File: config.mk
export PLATFORM = sky130hd
export DESIGN_NAME = opb_relay_bridge
export DESIGN_NICKNAME = d
export VERILOG_FILES = /design/src/rtl/opbr_pkg.sv /design/src/rtl/opbr_chan.sv /design/src/rtl/opbr_seq.sv /design/src/rtl/opb_relay_bridge.sv
export SDC_FILE = /design/constraint.sdc
export NUM_CORES = 1
export LEC_CHECK = 0
export BUFFER_PORTS_ARGS = -buffer_cell sky130_fd_sc_hd__clkbuf_2
export CORE_ASPECT_RATIO = 1.5
export CORE_MARGIN = 2
export CORE_UTILIZATION = 35
export CTS_CLUSTER_SIZE = 30
export DETAILED_ROUTE_END_ITERATION = 16
export HOLD_SLACK_MARGIN = 0.06
export SYNTH_ARGS = -nofsm -noshare
export SYNTH_HDL_FRONTEND = slang
export SYNTH_SLANG_ARGS = --single-unit
File: constraint.sdc
create_clock -name clk -period 2.73 [get_ports clk]
set_input_delay 0.546 -clock clk [delete_from_list [all_inputs] [get_ports clk]]
set_output_delay 0.546 -clock clk [all_outputs]
set_load 0.02 [all_outputs]
File: src/rtl/opbr_pkg.sv
package opbr_pkg;
    localparam int ADDR_W  = 8;
    localparam int DATA_W  = 32;
    localparam int NUM_CH  = 2;
    localparam int CH_W    = (NUM_CH > 1) ? $clog2(NUM_CH) : 1;
    localparam int IRQ_LSB = 16;

    localparam logic [ADDR_W-1:0] OFF_TRIG  = 8'h04;
    localparam logic [ADDR_W-1:0] OFF_ICLR  = 8'h40;
    localparam logic [ADDR_W-1:0] OFF_ISTAT = 8'h48;

    typedef enum logic { SEQ_IDLE, SEQ_BUSY } seq_state_e;
    typedef enum logic [1:0] { BST_OK = 2'd0, BST_ERR = 2'd1, BST_TMO = 2'd2 } bus_stat_e;

    typedef struct packed {
        logic              rnw;
        logic [1:0]        size;
        logic [DATA_W-1:0] addr;
        logic [DATA_W-1:0] wdat;
    } opb_cmd_t;

    function automatic logic [ADDR_W-1:0] cfg_base(input int ch);
        return (ch == 0) ? 8'h10 : 8'h28;
    endfunction

    function automatic logic [ADDR_W-1:0] res_base(input int ch);
        return (ch == 0) ? 8'h80 : 8'h8C;
    endfunction

    function automatic logic [DATA_W-1:0] bswap(input logic [DATA_W-1:0] w);
        logic [DATA_W-1:0] r;
        for (int b = 0; b < DATA_W/8; b++)
            r[8*b +: 8] = w[DATA_W-8-8*b +: 8];
        return r;
    endfunction
endpackage

File: src/rtl/opbr_chan.sv
module opbr_chan
    import opbr_pkg::*;
#(
    parameter logic [ADDR_W-1:0] CFG_BASE = 8'h10,
    parameter logic [ADDR_W-1:0] RES_BASE = 8'h80
) (
    input  logic              clk,
    input  logic              rst,
    input  logic              wr_en,
    input  logic [ADDR_W-1:0] wr_addr,
    input  logic [DATA_W-1:0] wr_data,
    input  logic [ADDR_W-1:0] rd_addr,
    input  logic              done,
    input  bus_stat_e         done_code,
    input  logic [DATA_W-1:0] done_rdata,
    input  logic              done_read,
    output logic              act,
    output opb_cmd_t          cmd,
    output logic [DATA_W-1:0] rd_val
);
    localparam logic [ADDR_W-1:0] A_SEL  = CFG_BASE;
    localparam logic [ADDR_W-1:0] A_DIR  = CFG_BASE + ADDR_W'(4);
    localparam logic [ADDR_W-1:0] A_SIZE = CFG_BASE + ADDR_W'(8);
    localparam logic [ADDR_W-1:0] A_ADDR = CFG_BASE + ADDR_W'(12);
    localparam logic [ADDR_W-1:0] A_WDAT = CFG_BASE + ADDR_W'(16);
    localparam logic [ADDR_W-1:0] A_BST  = RES_BASE;
    localparam logic [ADDR_W-1:0] A_RDAT = RES_BASE + ADDR_W'(4);

    logic [DATA_W-1:0] sel_q, dir_q, size_q, addr_q, wdat_q, rdat_q;
    bus_stat_e         bst_q;

    always_ff @(posedge clk) begin
        if (rst) begin
            sel_q  <= '0;
            dir_q  <= '0;
            size_q <= '0;
            addr_q <= '0;
            wdat_q <= '0;
            rdat_q <= '0;
            bst_q  <= BST_OK;
        end else begin
            if (wr_en) begin
                if (wr_addr == A_SEL)  sel_q  <= wr_data;
                if (wr_addr == A_DIR)  dir_q  <= wr_data;
                if (wr_addr == A_SIZE) size_q <= wr_data;
                if (wr_addr == A_ADDR) addr_q <= wr_data;
                if (wr_addr == A_WDAT) wdat_q <= wr_data;
            end
            if (done) begin
                bst_q <= done_code;
                if (done_code == BST_OK && done_read) rdat_q <= done_rdata;
            end
        end
    end

    assign act      = (sel_q == DATA_W'(1));
    assign cmd.rnw  = (dir_q == DATA_W'(1));
    assign cmd.size = size_q[1:0];
    assign cmd.addr = addr_q;
    assign cmd.wdat = wdat_q;

    always_comb begin
        rd_val = '0;
        unique case (rd_addr)
            A_SEL:   rd_val = sel_q;
            A_DIR:   rd_val = dir_q;
            A_SIZE:  rd_val = size_q;
            A_ADDR:  rd_val = addr_q;
            A_WDAT:  rd_val = wdat_q;
            A_BST:   rd_val = {{(DATA_W-2){1'b0}}, bst_q};
            A_RDAT:  rd_val = rdat_q;
            default: rd_val = '0;
        endcase
    end

    // a clean read completion stores the returned word
    assert_read_store_R4: assert property (@(posedge clk) disable iff (rst)
        (done && done_code == BST_OK && done_read) |=> (rdat_q == $past(done_rdata)));
    // an error completion leaves the read data untouched
    assert_err_keep_R9: assert property (@(posedge clk) disable iff (rst)
        (done && done_code != BST_OK && !wr_en) |=> $stable(rdat_q));
endmodule

File: src/rtl/opbr_seq.sv
module opbr_seq
    import opbr_pkg::*;
#(
    parameter int TIMEOUT = 255
) (
    input  logic              clk,
    input  logic              rst,
    input  logic              trig,
    input  logic [NUM_CH-1:0] act,
    input  opb_cmd_t          cmds [NUM_CH],
    input  logic              opb_ack,
    input  logic              opb_err,
    input  logic [DATA_W-1:0] opb_rdata,
    output logic              opb_req,
    output opb_cmd_t          cur,
    output logic              done,
    output logic [CH_W-1:0]   done_ch,
    output bus_stat_e         done_code,
    output logic [DATA_W-1:0] done_rdata
);
    localparam int CNT_W = $clog2(TIMEOUT + 1);
    localparam logic [CNT_W-1:0] CNT_LAST = CNT_W'(TIMEOUT - 1);

    seq_state_e       state;
    logic [CNT_W-1:0] cnt;
    logic             pick_ok;
    logic [CH_W-1:0]  pick_ch;

    // lowest-numbered selected channel wins
    always_comb begin
        pick_ok = 1'b0;
        pick_ch = '0;
        for (int i = NUM_CH - 1; i >= 0; i--) begin
            if (act[i]) begin
                pick_ok = 1'b1;
                pick_ch = CH_W'(i);
            end
        end
    end

    always_ff @(posedge clk) begin
        if (rst) begin
            state      <= SEQ_IDLE;
            cnt        <= '0;
            cur        <= '0;
            done       <= 1'b0;
            done_ch    <= '0;
            done_code  <= BST_OK;
            done_rdata <= '0;
        end else begin
            done <= 1'b0;
            case (state)
                SEQ_IDLE: begin
                    if (trig && pick_ok) begin
                        state   <= SEQ_BUSY;
                        cur     <= cmds[pick_ch];
                        done_ch <= pick_ch;
                        cnt     <= '0;
                    end
                end
                SEQ_BUSY: begin
                    if (opb_err || opb_ack) begin
                        state      <= SEQ_IDLE;
                        done       <= 1'b1;
                        done_code  <= opb_err ? BST_ERR : BST_OK;
                        done_rdata <= bswap(opb_rdata);
                    end else if (cnt == CNT_LAST) begin
                        state     <= SEQ_IDLE;
                        done      <= 1'b1;
                        done_code <= BST_TMO;
                    end else begin
                        cnt <= cnt + 1'b1;
                    end
                end
                default: state <= SEQ_IDLE;
            endcase
        end
    end

    assign opb_req = (state == SEQ_BUSY);

    // request is held until a response or the timeout
    assert_req_hold_R3: assert property (@(posedge clk) disable iff (rst)
        (opb_req && !opb_ack && !opb_err && cnt != CNT_LAST) |=> opb_req);
    // the command on the bus never changes from one cycle to the next of a transfer
    assert_cmd_stable_R8: assert property (@(posedge clk) disable iff (rst)
        opb_req |=> $stable(cur));
    // the wait counter stays inside the timeout window
    assert_tmo_bound_R10: assert property (@(posedge clk) disable iff (rst)
        opb_req |-> (cnt < CNT_W'(TIMEOUT)));
    // a completion is a single-cycle event
    assert_done_pulse_R6: assert property (@(posedge clk) disable iff (rst)
        done |=> !done);
endmodule

File: src/rtl/opb_relay_bridge.sv
module opb_relay_bridge
    import opbr_pkg::*;
#(
    parameter int TIMEOUT = 255
) (
    input  logic              clk,
    input  logic              rst,
    input  logic              psel,
    input  logic              penable,
    input  logic              pwrite,
    input  logic [ADDR_W-1:0] paddr,
    input  logic [DATA_W-1:0] pwdata,
    output logic [DATA_W-1:0] prdata,
    output logic              irq,
    output logic              opb_req,
    output logic              opb_rnw,
    output logic [1:0]        opb_size,
    output logic [DATA_W-1:0] opb_addr,
    output logic [DATA_W-1:0] opb_wdata,
    input  logic [DATA_W-1:0] opb_rdata,
    input  logic              opb_ack,
    input  logic              opb_err
);
    logic              apb_wr, trig, iclr;
    logic [NUM_CH-1:0] act;
    opb_cmd_t          cmds   [NUM_CH];
    logic [DATA_W-1:0] rd_vals[NUM_CH];
    opb_cmd_t          cur;
    logic              done;
    logic [CH_W-1:0]   done_ch;
    bus_stat_e         done_code;
    logic [DATA_W-1:0] done_rdata;
    logic [NUM_CH-1:0] pend;

    assign apb_wr = psel && penable && pwrite;
    assign trig   = apb_wr && (paddr == OFF_TRIG) && pwdata[0];
    assign iclr   = apb_wr && (paddr == OFF_ICLR) && pwdata[0];

    for (genvar g = 0; g < NUM_CH; g++) begin : g_ch
        opbr_chan #(
            .CFG_BASE(cfg_base(g)),
            .RES_BASE(res_base(g))
        ) u_chan (
            .clk       (clk),
            .rst       (rst),
            .wr_en     (apb_wr),
            .wr_addr   (paddr),
            .wr_data   (pwdata),
            .rd_addr   (paddr),
            .done      (done && done_ch == CH_W'(g)),
            .done_code (done_code),
            .done_rdata(done_rdata),
            .done_read (cur.rnw),
            .act       (act[g]),
            .cmd       (cmds[g]),
            .rd_val    (rd_vals[g])
        );
    end

    opbr_seq #(.TIMEOUT(TIMEOUT)) u_seq (
        .clk       (clk),
        .rst       (rst),
        .trig      (trig),
        .act       (act),
        .cmds      (cmds),
        .opb_ack   (opb_ack),
        .opb_err   (opb_err),
        .opb_rdata (opb_rdata),
        .opb_req   (opb_req),
        .cur       (cur),
        .done      (done),
        .done_ch   (done_ch),
        .done_code (done_code),
        .done_rdata(done_rdata)
    );

    always_ff @(posedge clk) begin
        if (rst) begin
            pend <= '0;
        end else begin
            if (iclr) pend <= '0;
            if (done) pend[done_ch] <= 1'b1;
        end
    end

    always_comb begin
        prdata = (paddr == OFF_ISTAT) ? (DATA_W'(pend) << IRQ_LSB) : '0;
        for (int i = 0; i < NUM_CH; i++) prdata = prdata | rd_vals[i];
    end

    assign irq       = |pend;
    assign opb_rnw   = cur.rnw;
    assign opb_size  = cur.size;
    assign opb_addr  = cur.addr;
    assign opb_wdata = bswap(cur.wdat);

    // a completion raises its channel's status bit
    assert_pend_set_R6: assert property (@(posedge clk) disable iff (rst)
        done |=> pend[$past(done_ch)]);
    // a clear with no simultaneous completion empties the status word
    assert_clear_R7: assert property (@(posedge clk) disable iff (rst)
        (iclr && !done) |=> (pend == '0));
endmodule

==> results.toml <==
[run_status]
outcome = "finished, violations left"
violations = "setup timing"

[sta]
min_period_ns = 2.846
period_share_pct = 104.2
max_freq_ghz = 0.3514
setup_viol = 21
finalWorstSetupSlack_ns = -0.1160
hold_slack_ns = 0.2033
hold_violations = 0
max_slew_margin_pct = 59.80
skew_ns = 0.02611
rsz0062_at_grt = "true"
worst_pin_slew_ns = 0.5974
slew_violations = 0

[grt]
grt_use_total_pct = 27.10
grt_max_degree = 92
grt_overflow = 0
grt_pass1_vias = 20060
antenna_found_initial = 3
grt_pass1_wl_mm = 129.8

[floorplanning]
io_pins = 180
die_height_um = 307.9
die_area_um2 = 63630
coreArea_um2 = 60970
initial_core_util_pct = 35.35
row_count = 111
die_width_um = 206.6

[logic_synthesis]
synth_compound_area_share_pct = 21.93
synthArstFlopShare_pct = 0
ys_types = 67
synth_top_family_by_area = "simple AND/OR/NAND/NOR gates"
synth.area.mux_share_pct = 0.7488
yosys.area_share.xor_xnor_pct = 0.2438
synth-adder-area-share_pct = 0.1161
synth-edff-count = 0
yosysSeqAreaShare_pct = 46.62
avgSynthCellArea_um2 = 7.693
netlist_area_um2 = 21560
ys_ff_latch = 502
syn-num-nets = 2883
yosys.area_share.simple_pct = 24.79
syn_inst = 2802
synth_flop_cell = "dfxtp_1"
yosysWarnings = 0

[placement]
place_ws_ns = -0.3555
port-buffer-count = 179
dp_hpwl_mm = 65.15
gp_congestion = 0.9606

[final_layout]
num-fill-cells = 6021
mostFrequentLayoutCell = "nand2_1"
finish.utilization_pct = 45.43
final_nets = 3111
multi_input_area_um2 = 10930
final_cell_mix = "nand2_1, dfxtp_1, a21oi_1"
syn2layout_area_growth_pct = 28.49
final_layout_size_suffix_gt1_share_pct = 22.88
regArea_um2 = 10050

[setup_path]
critical_path.cell_chain = "buf_12 -> or4b_4 -> nor2_4 -> buf_8 -> a22o_1 -> a221o_1 -> a221oi_1 -> nand2_1 -> clkbuf_8"
cp-end-kind = "output pin"
crit_required_ns = 2.18
critical_path_class = "primary input to output pin"
cp-start-kind = "primary input"
critPathSlowestCell = "or4b_4"
crit_fanout = 7
crit_arrival_ns = 2.30
max_stage_delay_ns = 0.66

[pwr]
report.power.total_mw = 14.82
leakagePower_nw = 9.327
ir_drop_mv = 0.4025
power_density_nw_per_um2 = 535.0

[detailed_routing]
ant_nets = 0
vias_per_cell = 5.619
routedWlPerCell_um = 23.51
drc = 0
drt-initial-drc-count = 2191
firstDrtPassIters = 7
vias = 21670
drt_wl_total_mm = 90.67

[clocking]
holdBufCountCts = 0
htree_levels = 2
clock_path_buffers = 3
cts_root_buf = "clkbuf_16"
cts_made_buffers = 48
cts.sinks = 502
cts_tree = "yes"
clock_latency_ns = 0.59
clk_pin_slew_ns = 0.05

[run]
maxCapViolations = 0

[min_path]
holdCritPathClass = "primary input to flip-flop"
cell families after synthesis:
kind of cell,after synthesis
AO/OA/AOI/OAI,726
XOR/XNOR,6
buffers and inverters,261
flip-flops,502
AND/OR/NAND/NOR,1290
multiplexers,15
adder cells (fa/ha/maj),2
path summary, 6_finish.rpt:
path	end	slack, ns	cells after the start	startpoint
setup reg to reg	u_seq.cur[23]	0.20	10	g_ch[1].u_chan.sel_q[6]
setup / recovery	prdata[27]	-0.12	9	paddr[5]
hold / removal	u_seq.done_rdata[8]	0.20	3	opb_rdata[16]
hold reg to reg	g_ch[1].u_chan.size_q[3]	0.46	2	g_ch[1].u_chan.size_q[3]
repair_timing:
item	4_1_cts	5_1_grt
pin swaps	45	70
endpoints found under the hold margin	0	0
resized for setup	157	124
setup endpoints to repair	32	32
gates cloned	1	10
setup buffers	15	26
synth_stat cells (all sizes together), types with 2 or more instances:
| master | instances | share of area (%) |
|---|---|---|
| a21o | 2 | 0.070 |
| nor2 | 107 | 1.9 |
| or4 | 2 | 0.070 |
| a22o | 28 | 1.1 |
| clkbuf | 141 | 2.5 |
| a311oi | 66 | 2.7 |
| and2 | 6 | 0.17 |
| a222oi | 28 | 1.3 |
| nor4bb | 2 | 0.093 |
| nor2b | 4 | 0.12 |
| or4b | 4 | 0.19 |
| dfxtp | 502 | 47 |
| mux2 | 9 | 0.47 |
| xor2 | 4 | 0.16 |
| nor4 | 31 | 0.93 |
| nand2 | 1031 | 18 |
| nand3 | 42 | 0.98 |
| a21oi | 447 | 11 |
| and4 | 4 | 0.16 |
| o22ai | 9 | 0.26 |
| o211ai | 2 | 0.070 |
| nor3b | 2 | 0.12 |
| nand2b | 4 | 0.12 |
| ha | 2 | 0.12 |
| nand4 | 18 | 0.52 |
| a32oi | 2 | 0.081 |
| or2 | 2 | 0.058 |
| o22a | 5 | 0.20 |
| xnor2 | 2 | 0.081 |
| nor3 | 14 | 0.62 |
| o21ai | 28 | 0.65 |
| buf | 119 | 3.1 |
| or3b | 2 | 0.081 |
| o21a | 2 | 0.070 |
| nand3b | 2 | 0.070 |
| nor4b | 8 | 0.42 |
| mux2i | 6 | 0.28 |
| and3 | 2 | 0.058 |
| o221ai | 4 | 0.16 |
| a22oi | 68 | 2.4 |
| a221oi | 27 | 1.1 |
layout make-up:
cell class	count	share of cell area, %
multi-input combinational	2040	39.47
sequential	502	36.29
timing repair buffer	437	14.95
clock buffer	72	5.204
tap	791	3.573
clock inverter	12	0.4834
inverter	1	0.01355
antenna	1	0.009035
flip-flops by register name, indices dropped and copies added, names as in the netlist, 8 cells and up:
| signal | count |
|---|---|
| u_seq.cur | 67 |
| g_ch.u_chan.addr_q | 64 |
| g_ch.u_chan.dir_q | 64 |
| g_ch.u_chan.rdat_q | 64 |
| g_ch.u_chan.sel_q | 64 |
| g_ch.u_chan.size_q | 64 |
| g_ch.u_chan.wdat_q | 64 |
| u_seq.done_rdata | 32 |
| u_seq.cnt | 8 |
stage by stage:
step,area [um2],std cells,TNS [ns]
after global routing,27690,3855,-1.613
after detailed placement,24580,3726,-8.711
after floorplan,21560,2802,0
after CTS,26910,3823,-1.349
after global placement,24580,3726,-8.218
final,27700,3856,-1.108
where the power goes:
| part | internal (mW) | leakage, nW | total, mW | switching, mW |
|---|---|---|---|---|
| clock network | 3.83 | 0.774 | 6.78 | 2.95 |
| logic | 0.232 | 4.51 | 0.710 | 0.477 |
| registers | 7.32 | 4.04 | 7.33 | 0.00198 |
| total | 11.4 | 9.33 | 14.8 | 3.43 |
routing by layer:
| layer | part of all wire (%) | global-route usage [%] | wire length (um) | up-vias |
|---|---|---|---|---|
| met5 | 0.033 | 0 | 30 | - |
| met4 | 6.0 | 13.32 | 5480 | 4 |
| met3 | 7.9 | 4.227 | 7171 | 251 |
| met2 | 44 | 42.14 | 40310 | 1088 |
| met1 | 42 | 36.36 | 37680 | 10240 |
| li1 | - | - | - | 10090 |
worst max-delay path: cells and delay by family:
| kind | cells | cell delay (ns) |
|---|---|---|
| buffers and inverters | 3 | 0.46 |
| AO/OA/AOI/OAI | 3 | 0.29 |
| AND/OR/NAND/NOR | 3 | 0.99 |
Power figures use the tool's default switching activity.
